--- src/rtl/swti_pkg.sv ---
package swti_pkg;
  typedef enum logic [1:0] {
    CMD_IDLE  = 2'd0,
    CMD_READ  = 2'd1,
    CMD_WRITE = 2'd2
  } bus_cmd_e;

  typedef enum logic [1:0] {
    ST_IDLE,
    ST_LOOK,
    ST_BUS,
    ST_RSP
  } ctl_state_e;
endpackage

--- src/rtl/swti_line_store.sv ---
module swti_line_store #(
  parameter int LINES  = 8,
  parameter int TAG_W  = 9,
  parameter int DATA_W = 32,
  localparam int IDX_W = $clog2(LINES)
) (
  input  logic              clk,
  input  logic              rst_n,
  input  logic [IDX_W-1:0]  look_idx,
  input  logic [TAG_W-1:0]  look_tag,
  output logic              look_hit,
  output logic [DATA_W-1:0] look_data,
  input  logic [IDX_W-1:0]  snp_idx,
  input  logic [TAG_W-1:0]  snp_tag,
  output logic              snp_hit,
  input  logic              wr_en,
  input  logic [IDX_W-1:0]  wr_idx,
  input  logic [TAG_W-1:0]  wr_tag,
  input  logic [DATA_W-1:0] wr_data,
  input  logic              inv_en,
  input  logic [IDX_W-1:0]  inv_idx
);
  logic [LINES-1:0] vld;
  logic [TAG_W-1:0]  tag_a  [LINES];
  logic [DATA_W-1:0] data_a [LINES];

  for (genvar g = 0; g < LINES; g++) begin : g_line
    logic              v_q;
    logic [TAG_W-1:0]  t_q;
    logic [DATA_W-1:0] d_q;
    logic kill, load;

    assign kill = inv_en && (inv_idx == IDX_W'(g));
    assign load = wr_en && (wr_idx == IDX_W'(g));

    // Invalidation from the snoop side overrides a same-cycle fill.
    always_ff @(posedge clk) begin
      if (!rst_n)    v_q <= 1'b0;
      else if (kill) v_q <= 1'b0;
      else if (load) v_q <= 1'b1;
    end

    always_ff @(posedge clk) begin
      if (load && !kill) begin
        t_q <= wr_tag;
        d_q <= wr_data;
      end
    end

    assign vld[g]    = v_q;
    assign tag_a[g]  = t_q;
    assign data_a[g] = d_q;
  end

  assign look_hit  = vld[look_idx] && (tag_a[look_idx] == look_tag);
  assign look_data = data_a[look_idx];
  assign snp_hit   = vld[snp_idx] && (tag_a[snp_idx] == snp_tag);
endmodule

--- src/rtl/swti_snoop_filter.sv ---
module swti_snoop_filter
  import swti_pkg::*;
#(
  parameter int ID_W  = 2,
  parameter int MY_ID = 0
) (
  input  logic            snp_valid,
  input  logic [1:0]      snp_cmd,
  input  logic [ID_W-1:0] snp_src,
  input  logic            snp_hit,
  output logic            snp_kill
);
  logic foreign, is_write;

  assign foreign  = snp_src != ID_W'(MY_ID);
  assign is_write = snp_cmd == CMD_WRITE;
  assign snp_kill = snp_valid && is_write && foreign && snp_hit;
endmodule

--- src/rtl/swti_ctrl.sv ---
module swti_ctrl
  import swti_pkg::*;
#(
  parameter int ADDR_W = 12,
  parameter int DATA_W = 32
) (
  input  logic              clk,
  input  logic              rst_n,
  input  logic              req_valid,
  output logic              req_ready,
  input  logic              req_write,
  input  logic [ADDR_W-1:0] req_addr,
  input  logic [DATA_W-1:0] req_wdata,
  output logic              rsp_valid,
  input  logic              rsp_ready,
  output logic [DATA_W-1:0] rsp_rdata,
  output logic              bus_req,
  input  logic              bus_gnt,
  output logic [1:0]        bus_cmd,
  output logic [ADDR_W-1:0] bus_addr,
  output logic [DATA_W-1:0] bus_wdata,
  input  logic              bus_ack,
  input  logic [DATA_W-1:0] bus_rdata,
  output logic [ADDR_W-1:0] op_addr,
  input  logic              hit,
  input  logic [DATA_W-1:0] hit_data,
  output logic              fill_en,
  output logic [DATA_W-1:0] fill_data
);
  ctl_state_e        st_q;
  logic              we_q;
  logic [ADDR_W-1:0] addr_q;
  logic [DATA_W-1:0] wdata_q, rsp_q;
  logic              done;

  assign done = (st_q == ST_BUS) && bus_gnt && bus_ack;

  always_ff @(posedge clk) begin
    if (!rst_n) begin
      st_q    <= ST_IDLE;
      we_q    <= 1'b0;
      addr_q  <= '0;
      wdata_q <= '0;
      rsp_q   <= '0;
    end else begin
      unique case (st_q)
        ST_IDLE: if (req_valid) begin
          we_q    <= req_write;
          addr_q  <= req_addr;
          wdata_q <= req_wdata;
          st_q    <= ST_LOOK;
        end
        ST_LOOK: begin
          if (!we_q && hit) begin
            rsp_q <= hit_data;
            st_q  <= ST_RSP;
          end else begin
            st_q <= ST_BUS;
          end
        end
        ST_BUS: if (done) begin
          rsp_q <= we_q ? wdata_q : bus_rdata;
          st_q  <= ST_RSP;
        end
        ST_RSP: if (rsp_ready) st_q <= ST_IDLE;
        default: st_q <= ST_IDLE;
      endcase
    end
  end

  assign req_ready = st_q == ST_IDLE;
  assign rsp_valid = st_q == ST_RSP;
  assign rsp_rdata = rsp_q;
  assign bus_req   = st_q == ST_BUS;
  assign bus_cmd   = !bus_req ? CMD_IDLE : (we_q ? CMD_WRITE : CMD_READ);
  assign bus_addr  = bus_req ? addr_q : '0;
  assign bus_wdata = (bus_req && we_q) ? wdata_q : '0;
  assign op_addr   = addr_q;

  // Read completion installs the line; write completion only refreshes a resident copy.
  assign fill_en   = done && (!we_q || hit);
  assign fill_data = we_q ? wdata_q : bus_rdata;
endmodule

--- src/rtl/swti_cache.sv ---
module swti_cache
  import swti_pkg::*;
#(
  parameter int ADDR_W = 12,
  parameter int DATA_W = 32,
  parameter int LINES  = 8,
  parameter int ID_W   = 2,
  parameter int MY_ID  = 0
) (
  input  logic              clk,
  input  logic              rst_n,
  input  logic              cpu_req_valid,
  output logic              cpu_req_ready,
  input  logic              cpu_req_write,
  input  logic [ADDR_W-1:0] cpu_req_addr,
  input  logic [DATA_W-1:0] cpu_req_wdata,
  output logic              cpu_rsp_valid,
  input  logic              cpu_rsp_ready,
  output logic [DATA_W-1:0] cpu_rsp_rdata,
  output logic              bus_req,
  input  logic              bus_gnt,
  output logic [1:0]        bus_cmd,
  output logic [ADDR_W-1:0] bus_addr,
  output logic [DATA_W-1:0] bus_wdata,
  input  logic              bus_ack,
  input  logic [DATA_W-1:0] bus_rdata,
  input  logic              snp_valid,
  input  logic [1:0]        snp_cmd,
  input  logic [ADDR_W-1:0] snp_addr,
  input  logic [ID_W-1:0]   snp_src
);
  localparam int IDX_W = $clog2(LINES);
  localparam int TAG_W = ADDR_W - IDX_W;

  logic [ADDR_W-1:0] op_addr;
  logic [IDX_W-1:0]  op_idx, sn_idx;
  logic [TAG_W-1:0]  op_tag, sn_tag;
  logic              look_hit, snp_hit, snp_kill, hit_eff, fill_en;
  logic [DATA_W-1:0] look_data, fill_data;

  assign op_idx = op_addr[IDX_W-1:0];
  assign op_tag = op_addr[ADDR_W-1:IDX_W];
  assign sn_idx = snp_addr[IDX_W-1:0];
  assign sn_tag = snp_addr[ADDR_W-1:IDX_W];

  // A same-cycle invalidation of the looked-up line turns the hit into a miss.
  assign hit_eff = look_hit && !(snp_kill && (sn_idx == op_idx));

  swti_line_store #(.LINES(LINES), .TAG_W(TAG_W), .DATA_W(DATA_W)) u_store (
    .clk(clk), .rst_n(rst_n),
    .look_idx(op_idx), .look_tag(op_tag), .look_hit(look_hit), .look_data(look_data),
    .snp_idx(sn_idx), .snp_tag(sn_tag), .snp_hit(snp_hit),
    .wr_en(fill_en), .wr_idx(op_idx), .wr_tag(op_tag), .wr_data(fill_data),
    .inv_en(snp_kill), .inv_idx(sn_idx)
  );

  swti_snoop_filter #(.ID_W(ID_W), .MY_ID(MY_ID)) u_filter (
    .snp_valid(snp_valid), .snp_cmd(snp_cmd), .snp_src(snp_src),
    .snp_hit(snp_hit), .snp_kill(snp_kill)
  );

  swti_ctrl #(.ADDR_W(ADDR_W), .DATA_W(DATA_W)) u_ctrl (
    .clk(clk), .rst_n(rst_n),
    .req_valid(cpu_req_valid), .req_ready(cpu_req_ready), .req_write(cpu_req_write),
    .req_addr(cpu_req_addr), .req_wdata(cpu_req_wdata),
    .rsp_valid(cpu_rsp_valid), .rsp_ready(cpu_rsp_ready), .rsp_rdata(cpu_rsp_rdata),
    .bus_req(bus_req), .bus_gnt(bus_gnt), .bus_cmd(bus_cmd), .bus_addr(bus_addr),
    .bus_wdata(bus_wdata), .bus_ack(bus_ack), .bus_rdata(bus_rdata),
    .op_addr(op_addr), .hit(hit_eff), .hit_data(look_data),
    .fill_en(fill_en), .fill_data(fill_data)
  );
endmodule

--- config.mk ---
export PLATFORM = sky130hd
export DESIGN_NAME = swti_cache
export DESIGN_NICKNAME = d
export VERILOG_FILES = /design/src/rtl/swti_pkg.sv /design/src/rtl/swti_line_store.sv /design/src/rtl/swti_snoop_filter.sv /design/src/rtl/swti_ctrl.sv /design/src/rtl/swti_cache.sv
export SDC_FILE = /design/constraint.sdc
export NUM_CORES = 1
export LEC_CHECK = 0
export BUFFER_PORTS_ARGS = -buffer_cell sky130_fd_sc_hd__buf_2
export CORE_MARGIN = 2
export CORE_UTILIZATION = 59
export DETAILED_ROUTE_END_ITERATION = 8
export PLACE_DENSITY = 0.76
export REMOVE_ABC_BUFFERS = 1
export SLEW_MARGIN = 0
export SYNTH_ARGS = -nofsm -noshare
export SYNTH_HDL_FRONTEND = slang
export SYNTH_SLANG_ARGS = --single-unit
--- constraint.sdc ---
create_clock -name clk -period 10.1 [get_ports clk]
set_input_delay 2.02 -clock clk [delete_from_list [all_inputs] [get_ports clk]]
set_output_delay 2.02 -clock clk [all_outputs]
set_load 0.02 [all_outputs]
After elaboration in Yosys (flattened, before gate mapping)

Index checks and enable logic that the tools add are counted.

Logic and storage cells: 150
Bits in latches: 0
Flip-flop bits (word level): 415
Bits in writable memories: 0
Bits in read-only memories: 0
Output and inout bits: 81
Memories kept: 0

Shifts and indexed selects: 0
Equal/unequal tests: 25
$lt $le $gt $ge: 4
Mux-type cells: 26
Divide/modulo/power cells: 0
Bitwise gates (word level): 3
Reduce and logical (&&, ||, !) cells: 63
Multipliers: 0
Add/subtract/negate cells: 0

Operator list:

| cell                                                                         | count |
|---|---|
| 32-bit 2-to-1 mux                                                            | 6 |
| 32-bit binary-select mux with 3-bit select                                   | 1 |
| 32-bit one-hot mux with 2 select lines                                       | 1 |
| 9-bit binary-select mux with 3-bit select                                    | 2 |
| 1-bit logical AND                                                            | 36 |
| 9-bit 2-to-1 mux                                                             | 4 |
| 3-bit == test, second input constant                                         | 8 |
| 9-bit == test                                                                | 2 |
| 2-bit OR reduction                                                           | 8 |
| 3-bit by 2-bit == test with 1-bit output, second input constant              | 4 |
| 12-bit 2-to-1 mux                                                            | 1 |
| 1-bit logical NOT                                                            | 10 |
| 2-bit 2-to-1 mux                                                             | 5 |
| 4-bit >= comparator, second input constant                                   | 2 |
| 3-bit by 4-bit less-than comparator with 1-bit output, second input constant | 2 |
| 3-bit inverter with 4-bit output                                             | 2 |
| 2-bit one-hot mux with 4 select lines                                        | 1 |
| 1-bit binary-select mux with 3-bit select                                    | 2 |
| 2-bit == test, second input constant                                         | 3 |
| 3-bit by 1-bit == test with 1-bit output, second input constant              | 2 |
| 3-bit logical NOT                                                            | 2 |
| 3-bit AND reduction                                                          | 2 |
| 2-bit by 1-bit != test with 1-bit output, second input constant              | 2 |
| 2-bit != test, second input constant                                         | 2 |
| 8 further kinds                                                              | 11 |

Longest topological paths before layout

Gate-level depths: netlist of run 1.

Word-level depth: 14
Gate-level depth with buffers: 13

By module

A second synthesis of run 1 with hierarchy kept.

Cell total of the unflattened synthesis: 1082
Area total of the unflattened synthesis: 17752.0 um2

By module, submodules not included:

| module            | area each (um2) | instances | cells each | sequential area each (um2) |
|---|---|---|---|---|
| swti_line_store   | 13624.3         | 1         | 583        | 10009.6 |
| swti_ctrl         | 4072.7          | 1         | 491        | 1581.5 |
| swti_cache        | 38.8            | 1         | 5          | 0.0 |
| swti_snoop_filter | 16.3            | 1         | 3          | 0.0 |

Least setup slack after synthesis of run 1

Ideal clock, no wire load.

Path type: input to register
Start: in snp_addr[1]
End: reg u_store.g_line[6].d_q[0], enable pin
Library setup time: 557 ps
Setup slack: 1885 ps
Path buffers: 2
Data arrival time: 7658 ps
Stages on the path: 10
Cells stage by stage: buf_6 > buf_6 > mux2_1 > o32ai_1 > a211oi_1 > xnor2_1 > nand2_1 > nor3_2 > and2_1 > nor4b_1

Longest elaborated chain between the ends: 14
Elaborated cells between the ends (all ways): 20

Ends and longest elaborated chain:

| item                                                   | RTL line                | RTL |
|---|---|---|
| from (decl)                                            | swti_cache.sv:29        | `input logic [ADDR_W-1:0] snp_addr,` |
| 3-bit inverter with 4-bit output (not written as such) | swti_line_store.sv:57   | `assign snp_hit = vld[snp_idx] && (tag_a[snp_idx] == snp_tag);` |
| 9-bit binary-select mux with 3-bit select              | swti_line_store.sv:57   |  |
| 9-bit 2-to-1 mux (not written as such) (2 in a row)    | swti_line_store.sv:57   |  |
| 9-bit == test                                          | swti_line_store.sv:57   |  |
| 1-bit logical AND                                      | swti_line_store.sv:57   |  |
| 1-bit logical AND                                      | swti_snoop_filter.sv:17 | `assign snp_kill = snp_valid && is_write && foreign && snp_hit;` |
| 1-bit logical AND                                      | swti_cache.sv:47        | `assign hit_eff = look_hit && !(snp_kill && (sn_idx == op_idx));` |
| 1-bit logical NOT                                      | swti_cache.sv:47        |  |
| 1-bit logical AND                                      | swti_cache.sv:47        |  |
| 1-bit logical OR                                       | swti_ctrl.sv:81         | `assign fill_en = done && (!we_q \|\| hit);` |
| 1-bit logical AND                                      | swti_ctrl.sv:81         |  |
| 1-bit logical AND                                      | swti_line_store.sv:34   | `assign load = wr_en && (wr_idx == IDX_W'(g));` |
| 1-bit logical AND (*)                                  | swti_line_store.sv:44   | `if (load && !kill) begin` |
| to (signal assigned)                                   | swti_line_store.sv:46   | `d_q <= wr_data;` |
| to (decl)                                              | swti_line_store.sv:30   | `logic [DATA_W-1:0] d_q;` |

Mark *: on every way between the ends. The rest lies on a longest branch, timed or not. The select of a mux whose other input is x is not followed.
A chain may end at the register's enable or synchronous reset.

Final worst setup path of run 1

Start: in snp_addr[1]
End: reg u_store.g_line[4].t_q[8], enable pin

Longest elaborated chain between the ends: 14
Elaborated cells between the ends (all ways): 20

Ends and longest elaborated chain:

| item                                                   | RTL line                | RTL |
|---|---|---|
| 3-bit inverter with 4-bit output (not written as such) | swti_line_store.sv:57   |  |
| 9-bit binary-select mux with 3-bit select              | swti_line_store.sv:57   |  |
| 9-bit 2-to-1 mux (not written as such) (2 in a row)    | swti_line_store.sv:57   |  |
| 9-bit == test                                          | swti_line_store.sv:57   |  |
| 1-bit logical AND                                      | swti_line_store.sv:57   |  |
| 1-bit logical AND                                      | swti_snoop_filter.sv:17 |  |
| 1-bit logical AND                                      | swti_cache.sv:47        |  |
| 1-bit logical NOT                                      | swti_cache.sv:47        |  |
| 1-bit logical AND                                      | swti_cache.sv:47        |  |
| 1-bit logical OR                                       | swti_ctrl.sv:81         |  |
| 1-bit logical AND                                      | swti_ctrl.sv:81         |  |
| 1-bit logical AND                                      | swti_line_store.sv:34   |  |
| 1-bit logical AND (*)                                  | swti_line_store.sv:44   |  |
| to (signal assigned)                                   | swti_line_store.sv:45   | `t_q <= wr_tag;` |
| to (decl)                                              | swti_line_store.sv:29   | `logic [TAG_W-1:0] t_q;` |

Marks and branches as above.

==> results.yml, run 1 <==
pwr:
  power_frac_clock_pct: 31.9
  p_sw_mw: 1.49
  cellPowerDensity_nw_per_um2: 225
  p_comb_share_pct: 23.7
  power_frac_seq_pct: 44.4
  ir_drop_v: 0.000180
  p_int_mw: 3.27
  power.leakage_nw: 7.26
  p_sw_share_pct: 31.3
logic_synthesis:
  async_flop_share_pct: 0
  synthSimpleGateAreaFrac_pct: 9.28
  synth_flop_cell: "edfxtp_1"
  synth_top_family_by_area: "multiplexers"
  synth_edf_count: 328
  synth_area_um2: 18700
  synth_compound_area_share_pct: 9.40
  ys_seq_area_share_pct: 62.1
  yosysUniqueCellTypes: 74
  synthCells: 1284
  muxShareOfSynthArea_pct: 15.2
  synth_adder_area_share_pct: 0.268
  synth_xor_area_share_pct: 0.697
  yosysWarnings: 0
  synth.avg_cell_area_um2: 14.5
  ys_ff_latch: 415
route:
  via_count: 11784
  wl_um: 43900
  drt-wirelength-per-cell_um: 23.5
  first_pass_iters: 5
  first_iter_violations: 1063
  ant_nets: 0
  post-route-drc-count: 0
  via_per_inst: 6.30
critical_path:
  critPathSlowestCell: "nor4b_2"
  ff2ff_path_depth: 10
  cpLargestDelayFamily: "buffers and inverters"
  cp.arrival_ps: 5450
  r2r_end: "u_store.g_line[4].t_q[8]$_DFFE_PP_"
  cp_num_buf_inv: 3
  crit_path_start_kind: "input pin"
  rr_startpoint: "u_ctrl.op_addr[0]$_SDFFE_PN0P_"
  crit_required_ps: 10260
  path_class: "input pin to flip-flop"
  reg2reg_slack_ps: 4850
  cpMostUsedCell: "buf_4"
  endpoint_kind: "flip-flop"
  crit_chain: "buf_2, buf_4, mux2_2, o22ai_1, a211oi_1, xnor2_2, nand4_1, o311ai_1, o21a_4, nor4b_2, buf_4"
  worst_path_largest_cell_delay_ps: 720
  path_max_fanout: 46
worst_hold_path:
  hp-class: "flip-flop to flip-flop"
  holdPathStages: 2
  hold_path_end: "u_ctrl.wdata_q[19]$_SDFFE_PN0P_"
  min_from: "u_ctrl.wdata_q[19]$_SDFFE_PN0P_"
clock_network:
  ctsResizeCount: 0
  numCtsBuffers: 43
  clockRootBuffer: "clkbuf_16"
  htree_num_levels: 2
  clock_latency_ps: 540
  cts_tree: "yes"
  numClockSinks: 415
  cts_hold_buf: 0
  clkSlewWorstSetupHoldPaths_ps: 60
  post-cts-setup-buffers: 0
  cts_buffer_depth: 3
timing:
  setup_viol: 0
  hold_viol: 0
  relSlewSlack_pct: 16.8
  fin_skew_ps: 29.2
  slew_viol_final: 0
  rsz0062_at_grt: "no"
  fmax_mhz: 189
  period_share_pct: 52.4
  fin_tns_setup_ps: 0
  tightestPinTransition_ps: 1240
  min_period_ps: 5290
  worst_hold_slack_ps: 474
global_route:
  grt_usage_pct: 26.8
  grt-ovfl-total: 0
  grt_pass1_vias: 11725
  grt_pass1_wl_um: 67800
  antenna_found_initial: 0
  grt_max_degree: 70
floorplanning:
  rows: 65
  top_level_ports: 181
  initial_core_util_pct: 59.5
  die_h_um: 182
  die_w_um: 182
  core_um2: 31400
  die_area_um2: 33100
job:
  maxCapViolations: 0
layout:
  antenna_cells: 0
  drive_above_1_share_pct: 28.5
  fin_nets: 1537
  syn2layout_area_growth_pct: 13.5
  post-route-util_pct: 67.5
outcome:
  status: "complete, no violations"
placed_design:
  hpwl_um: 25200
  gp_congestion: 0.903
  port_buffers: 180
==> synth_stat cells, types with 13 or more instances <==
cell type  number  share of area, %
a21boi_0       45               1.8
a22oi_1        15              0.60
a32oi_1        32               1.5
and2_1         22              0.74
and3_1         38               1.3
buf_2          26              0.70
buf_6          13              0.78
clkbuf_1       49              0.99
dfxtp_1        87               9.3
edfxtp_1      328                53
mux2_2         45               2.7
mux2i_1        77               4.1
mux4_2         67               8.1
nand2_1       143               2.9
nand2b_1       37               1.2
nand4_1        34               1.1
nor2b_1        14              0.47
o211ai_1       30               1.2
o21ai_0        36              0.97
o22ai_1        13              0.44
==> sequential cells by signal (all words and copies together) (netlist names) <==
register,cells
u_ctrl.wdata_q,32
u_store.g_line.t_q,72
u_ctrl.rsp_rdata,32
u_store.g_line.v_q,8
u_ctrl.st_q,2
u_store.g_line.d_q,256
u_ctrl.we_q,1
u_ctrl.op_addr,12
==> final cells by class <==
cell class	count	area, um^2
Clock inverter	27	230
Sequential cell	415	11600
Clock buffer	53	1130
Timing Repair Buffer	204	1080
Inverter	7	26.3
Fill cell	2145	10200
Tap cell	402	503
Multi-Input combinational cell	762	6600
==> cells in the final DEF, fill, tap and decap left out, types with 7 or more instances in the layout <==
cell type	count
o22ai_1	13
dfxtp_1	83
mux2_2	45
clkinv_1	8
clkbuf_16	44
a22oi_1	15
and2_1	21
a32oi_1	32
and3_1	38
buf_4	25
buf_2	179
inv_1	7
o211ai_1	30
a211oi_1	7
nor2b_1	14
nand4_1	34
edfxtp_1	328
xor2_1	7
clkinv_2	9
mux2i_1	77
clkbuf_1	9
nand2b_1	37
a21boi_0	45
nand2_1	141
mux4_2	67
o21ai_0	36
==> tightest hold or removal path: stages (launching register included) <==
cell      delay [ps]
dfxtp_1          310
nand2_1           50
a21boi_0          60
==> routing by layer <==
layer  GRT usage (%)  share of wire, %
met1            37.9                43
met2            44.4                48
met3            3.49               6.4
met4            7.35               2.1
met5               0                 0
==> logic make-up after synthesis <==
kind of cell | Yosys count
mux | 192
flops | 415
fa+ha+maj | 4
simple gates | 326
xor+xnor | 14
compound gates | 226
buf+inv | 107
==> power groups by stage <==
stage	Combinational [mW]	Sequential (mW)	Clock, mW
6_report	1.13	2.12	1.52
5_1_grt	1.22	2.13	1.61
4_1_cts	1.13	2.12	1.55
3_5_place_dp	1.12	2.15	0
3_3_place_gp	1.09	2.14	0
2_1_floorplan	0.655	2.22	0
==> through the flow <==
stage | power (mW) | cell area (um^2) | setup slack, ps | std cells
2_1_floorplan | 2.87 | 18100 | 416 | 1184
3_3_place_gp | 3.24 | 19800 | 4390 | 1790
3_5_place_dp | 3.27 | 19800 | 4250 | 1790
4_1_cts | 4.79 | 21200 | 4800 | 1870
5_1_grt | 4.97 | 21200 | 4480 | 1870
6_report | 4.76 | 21200 | 4810 | 1870
==> worst max path at each step <==
| stage | start | to | slack [ps] | cells after the start |
|---|---|---|---|---|
| finish | snp_addr[1] | u_store.g_line[4].t_q[8]$_DFFE_PP_ | 4810 | 11 |
| global route | u_ctrl.op_addr[0]$_SDFFE_PN0P_ | u_store.g_line[4].t_q[8]$_DFFE_PP_ | 4480 | 10 |
| CTS | snp_addr[1] | u_store.g_line[4].d_q[29]$_DFFE_PP_ | 4800 | 11 |
| detailed placement | snp_addr[1] | u_store.g_line[4].d_q[20]$_DFFE_PP_ | 4250 | 11 |
| global placement | snp_addr[1] | u_store.g_line[4].d_q[12]$_DFFE_PP_ | 4390 | 11 |
| floorplan | u_ctrl.op_addr[0]$_SDFFE_PN0P_ | u_store.g_line[4].d_q[0]$_DFFE_PP_ | 420 | 8 |
Note: power is estimated with default switching activity, not from simulation.
==> run 2: changes to the inputs <==
- clock period: 10.1 -> 5.4 ns (I/O delays scaled with it)
==> run 2 against run 1 <==
  * Cell area up 0.32%
  * Worst setup slack worse by 4000 ps
  * First-iteration DRC count grew 11%
  * Register-to-register slack worse by 4000 ps
  * Sequential power increased by 87%
  * Clock skew shrank 14 ps
  * Worst hold slack got worse by 0.79 ps
  * Die area is the same
  * Largest cell class unchanged
  * Largest power group unchanged
==> results.yml, run 2 (synthesis gave the netlist of run 1 again) <==
outcome:
  status: "complete, no violations"
route:
  first_iter_violations: 1181
  wl_um: 45000
  post-route-drc-count: 0
  ant_nets: 0
  first_pass_iters: 5
  via_per_inst: 6.40
  drt-wirelength-per-cell_um: 24.0
  via_count: 11997
job:
  maxCapViolations: 0
clock_network:
  htree_num_levels: 2
  numCtsBuffers: 41
  post-cts-setup-buffers: 0
  cts_tree: "yes"
  cts_buffer_depth: 3
  clkSlewWorstSetupHoldPaths_ps: 60
  ctsResizeCount: 0
  clockRootBuffer: "clkbuf_16"
  clock_latency_ps: 530
  cts_hold_buf: 0
  numClockSinks: 415
placed_design:
  dp_cells: 1798
  hpwl_um: 26700
  place_ws_ps: 570
  port_buffers: 180
  gp_congestion: 0.901
  placed_area_um2: 19900
global_route:
  antenna_found_initial: 1
  grt_pass1_wl_um: 69700
  grt_usage_pct: 27.5
  grt-ovfl-total: 0
  grt_max_degree: 66
  grt_pass1_vias: 12076
timing:
  slew_viol_final: 0
  period_share_pct: 84.6
  postLayoutSetupSlackWorst_ps: 833
  rsz0062_at_grt: "no"
  worst_hold_slack_ps: 474
  min_period_ps: 4570
  fin_tns_setup_ps: 0
  tightestPinTransition_ps: 1100
  fin_skew_ps: 15.6
  setup_viol: 0
  hold_viol: 0
  relSlewSlack_pct: 26.1
  fmax_mhz: 219
critical_path:
  path_class: "flip-flop to flip-flop"
  crit_required_ps: 5570
  r2r_end: "u_store.g_line[6].d_q[2]$_DFFE_PP_"
  reg2reg_slack_ps: 830
  crit_path_start_kind: "flip-flop"
  ff2ff_path_depth: 9
  path_max_fanout: 39
  cp.arrival_ps: 4730
  rr_startpoint: "u_ctrl.op_addr[2]$_SDFFE_PN0P_"
  endpoint_kind: "flip-flop"
  crit_end: "u_store.g_line[6].d_q[2]$_DFFE_PP_"
  startpoint: "u_ctrl.op_addr[2]$_SDFFE_PN0P_"
layout:
  regMostFlops: "u_store.g_line.d_q"
  layout_commonest_cell: "edfxtp_1"
  drive_above_1_share_pct: 28.8
  syn2layout_area_growth_pct: 13.9
  post-route-util_pct: 67.7
  fillers: 2130
  multi_input_area_um2: 6600
  final_cells: 1874
  seqCellArea_um2: 11600
  layout_common_cells: "edfxtp_1, buf_2, nand2_1, dfxtp_1, mux2i_1"
  fin_area_um2: 21300
  antenna_cells: 0
  largest_reg_flops: 256
  largest_registers: "u_store.g_line.d_q (256), u_store.g_line.t_q (72)"
  fin_nets: 1543
floorplanning:
  rows: 65
  initial_core_util_pct: 59.5
  die_w_um: 182
  die_h_um: 182
  die_area_um2: 33100
  top_level_ports: 181
  core_um2: 31400
pwr:
  power_frac_clock_pct: 31.7
  power.leakage_nw: 7.31
  power_mw: 8.97
  ir_drop_v: 0.000280
  cellPowerDensity_nw_per_um2: 422
  p_comb_share_pct: 24.1
  p_sw_share_pct: 31.4
  p_sw_mw: 2.82
  power_frac_seq_pct: 44.2
  p_int_mw: 6.15
worst_hold_path:
  hp-class: "flip-flop to flip-flop"
-- run 2: worst min path at each step --
| stage | startpoint | endpoint | cells past startpoint |
|---|---|---|---|
| finish | u_ctrl.wdata_q[28]$_SDFFE_PN0P_ | u_ctrl.wdata_q[28]$_SDFFE_PN0P_ | 2 |
| global route | u_ctrl.wdata_q[31]$_SDFFE_PN0P_ | u_ctrl.wdata_q[31]$_SDFFE_PN0P_ | 2 |
| CTS | u_ctrl.wdata_q[28]$_SDFFE_PN0P_ | u_ctrl.wdata_q[28]$_SDFFE_PN0P_ | 2 |
| detailed placement | u_ctrl.wdata_q[28]$_SDFFE_PN0P_ | u_ctrl.wdata_q[28]$_SDFFE_PN0P_ | 2 |
| global placement | u_ctrl.wdata_q[3]$_SDFFE_PN0P_ | u_ctrl.wdata_q[3]$_SDFFE_PN0P_ | 2 |
| floorplan | u_ctrl.wdata_q[0]$_SDFFE_PN0P_ | u_ctrl.wdata_q[0]$_SDFFE_PN0P_ | 2 |
-- run 2: area by class of cell --
cell class | count | area share, %
clock inverters | 22 | 0.901
inverters | 7 | 0.124
repair buffers | 212 | 5.50
flip-flops and latches | 415 | 54.6
multi-input cells | 762 | 31.1
well taps | 402 | 2.37
clock buffers | 54 | 5.45
-- run 2: per-layer routing --
| metal | part of all wire (%) | wire length [um] | global-route usage [%] |
|---|---|---|---|
| met4 | 2.5 | 1120 | 8.65 |
| met3 | 7.2 | 3220 | 3.53 |
| met2 | 49 | 21900 | 45.9 |
| met5 | 0 | 0 | 0 |
| met1 | 42 | 18800 | 38.3 |
-- run 2: power by group through the flow --
stage | logic, mW | clock network (mW) | registers [mW]
floorplan | 1.23 | 0 | 4.14
global placement | 2.07 | 0 | 4.01
detailed placement | 2.14 | 0 | 4.02
CTS | 2.16 | 2.88 | 3.96
global route | 2.33 | 3.00 | 3.99
finish | 2.16 | 2.84 | 3.96
-- run 2: critical path: stages, from the launching register on --
cell,delay (ps)
dfxtp_4,720
nor2b_1,620
a222oi_1,220
a21boi_1,180
xor2_1,200
nor4_1,380
o311ai_1,180
o21a_4,230
nor4b_2,750
buf_4,670
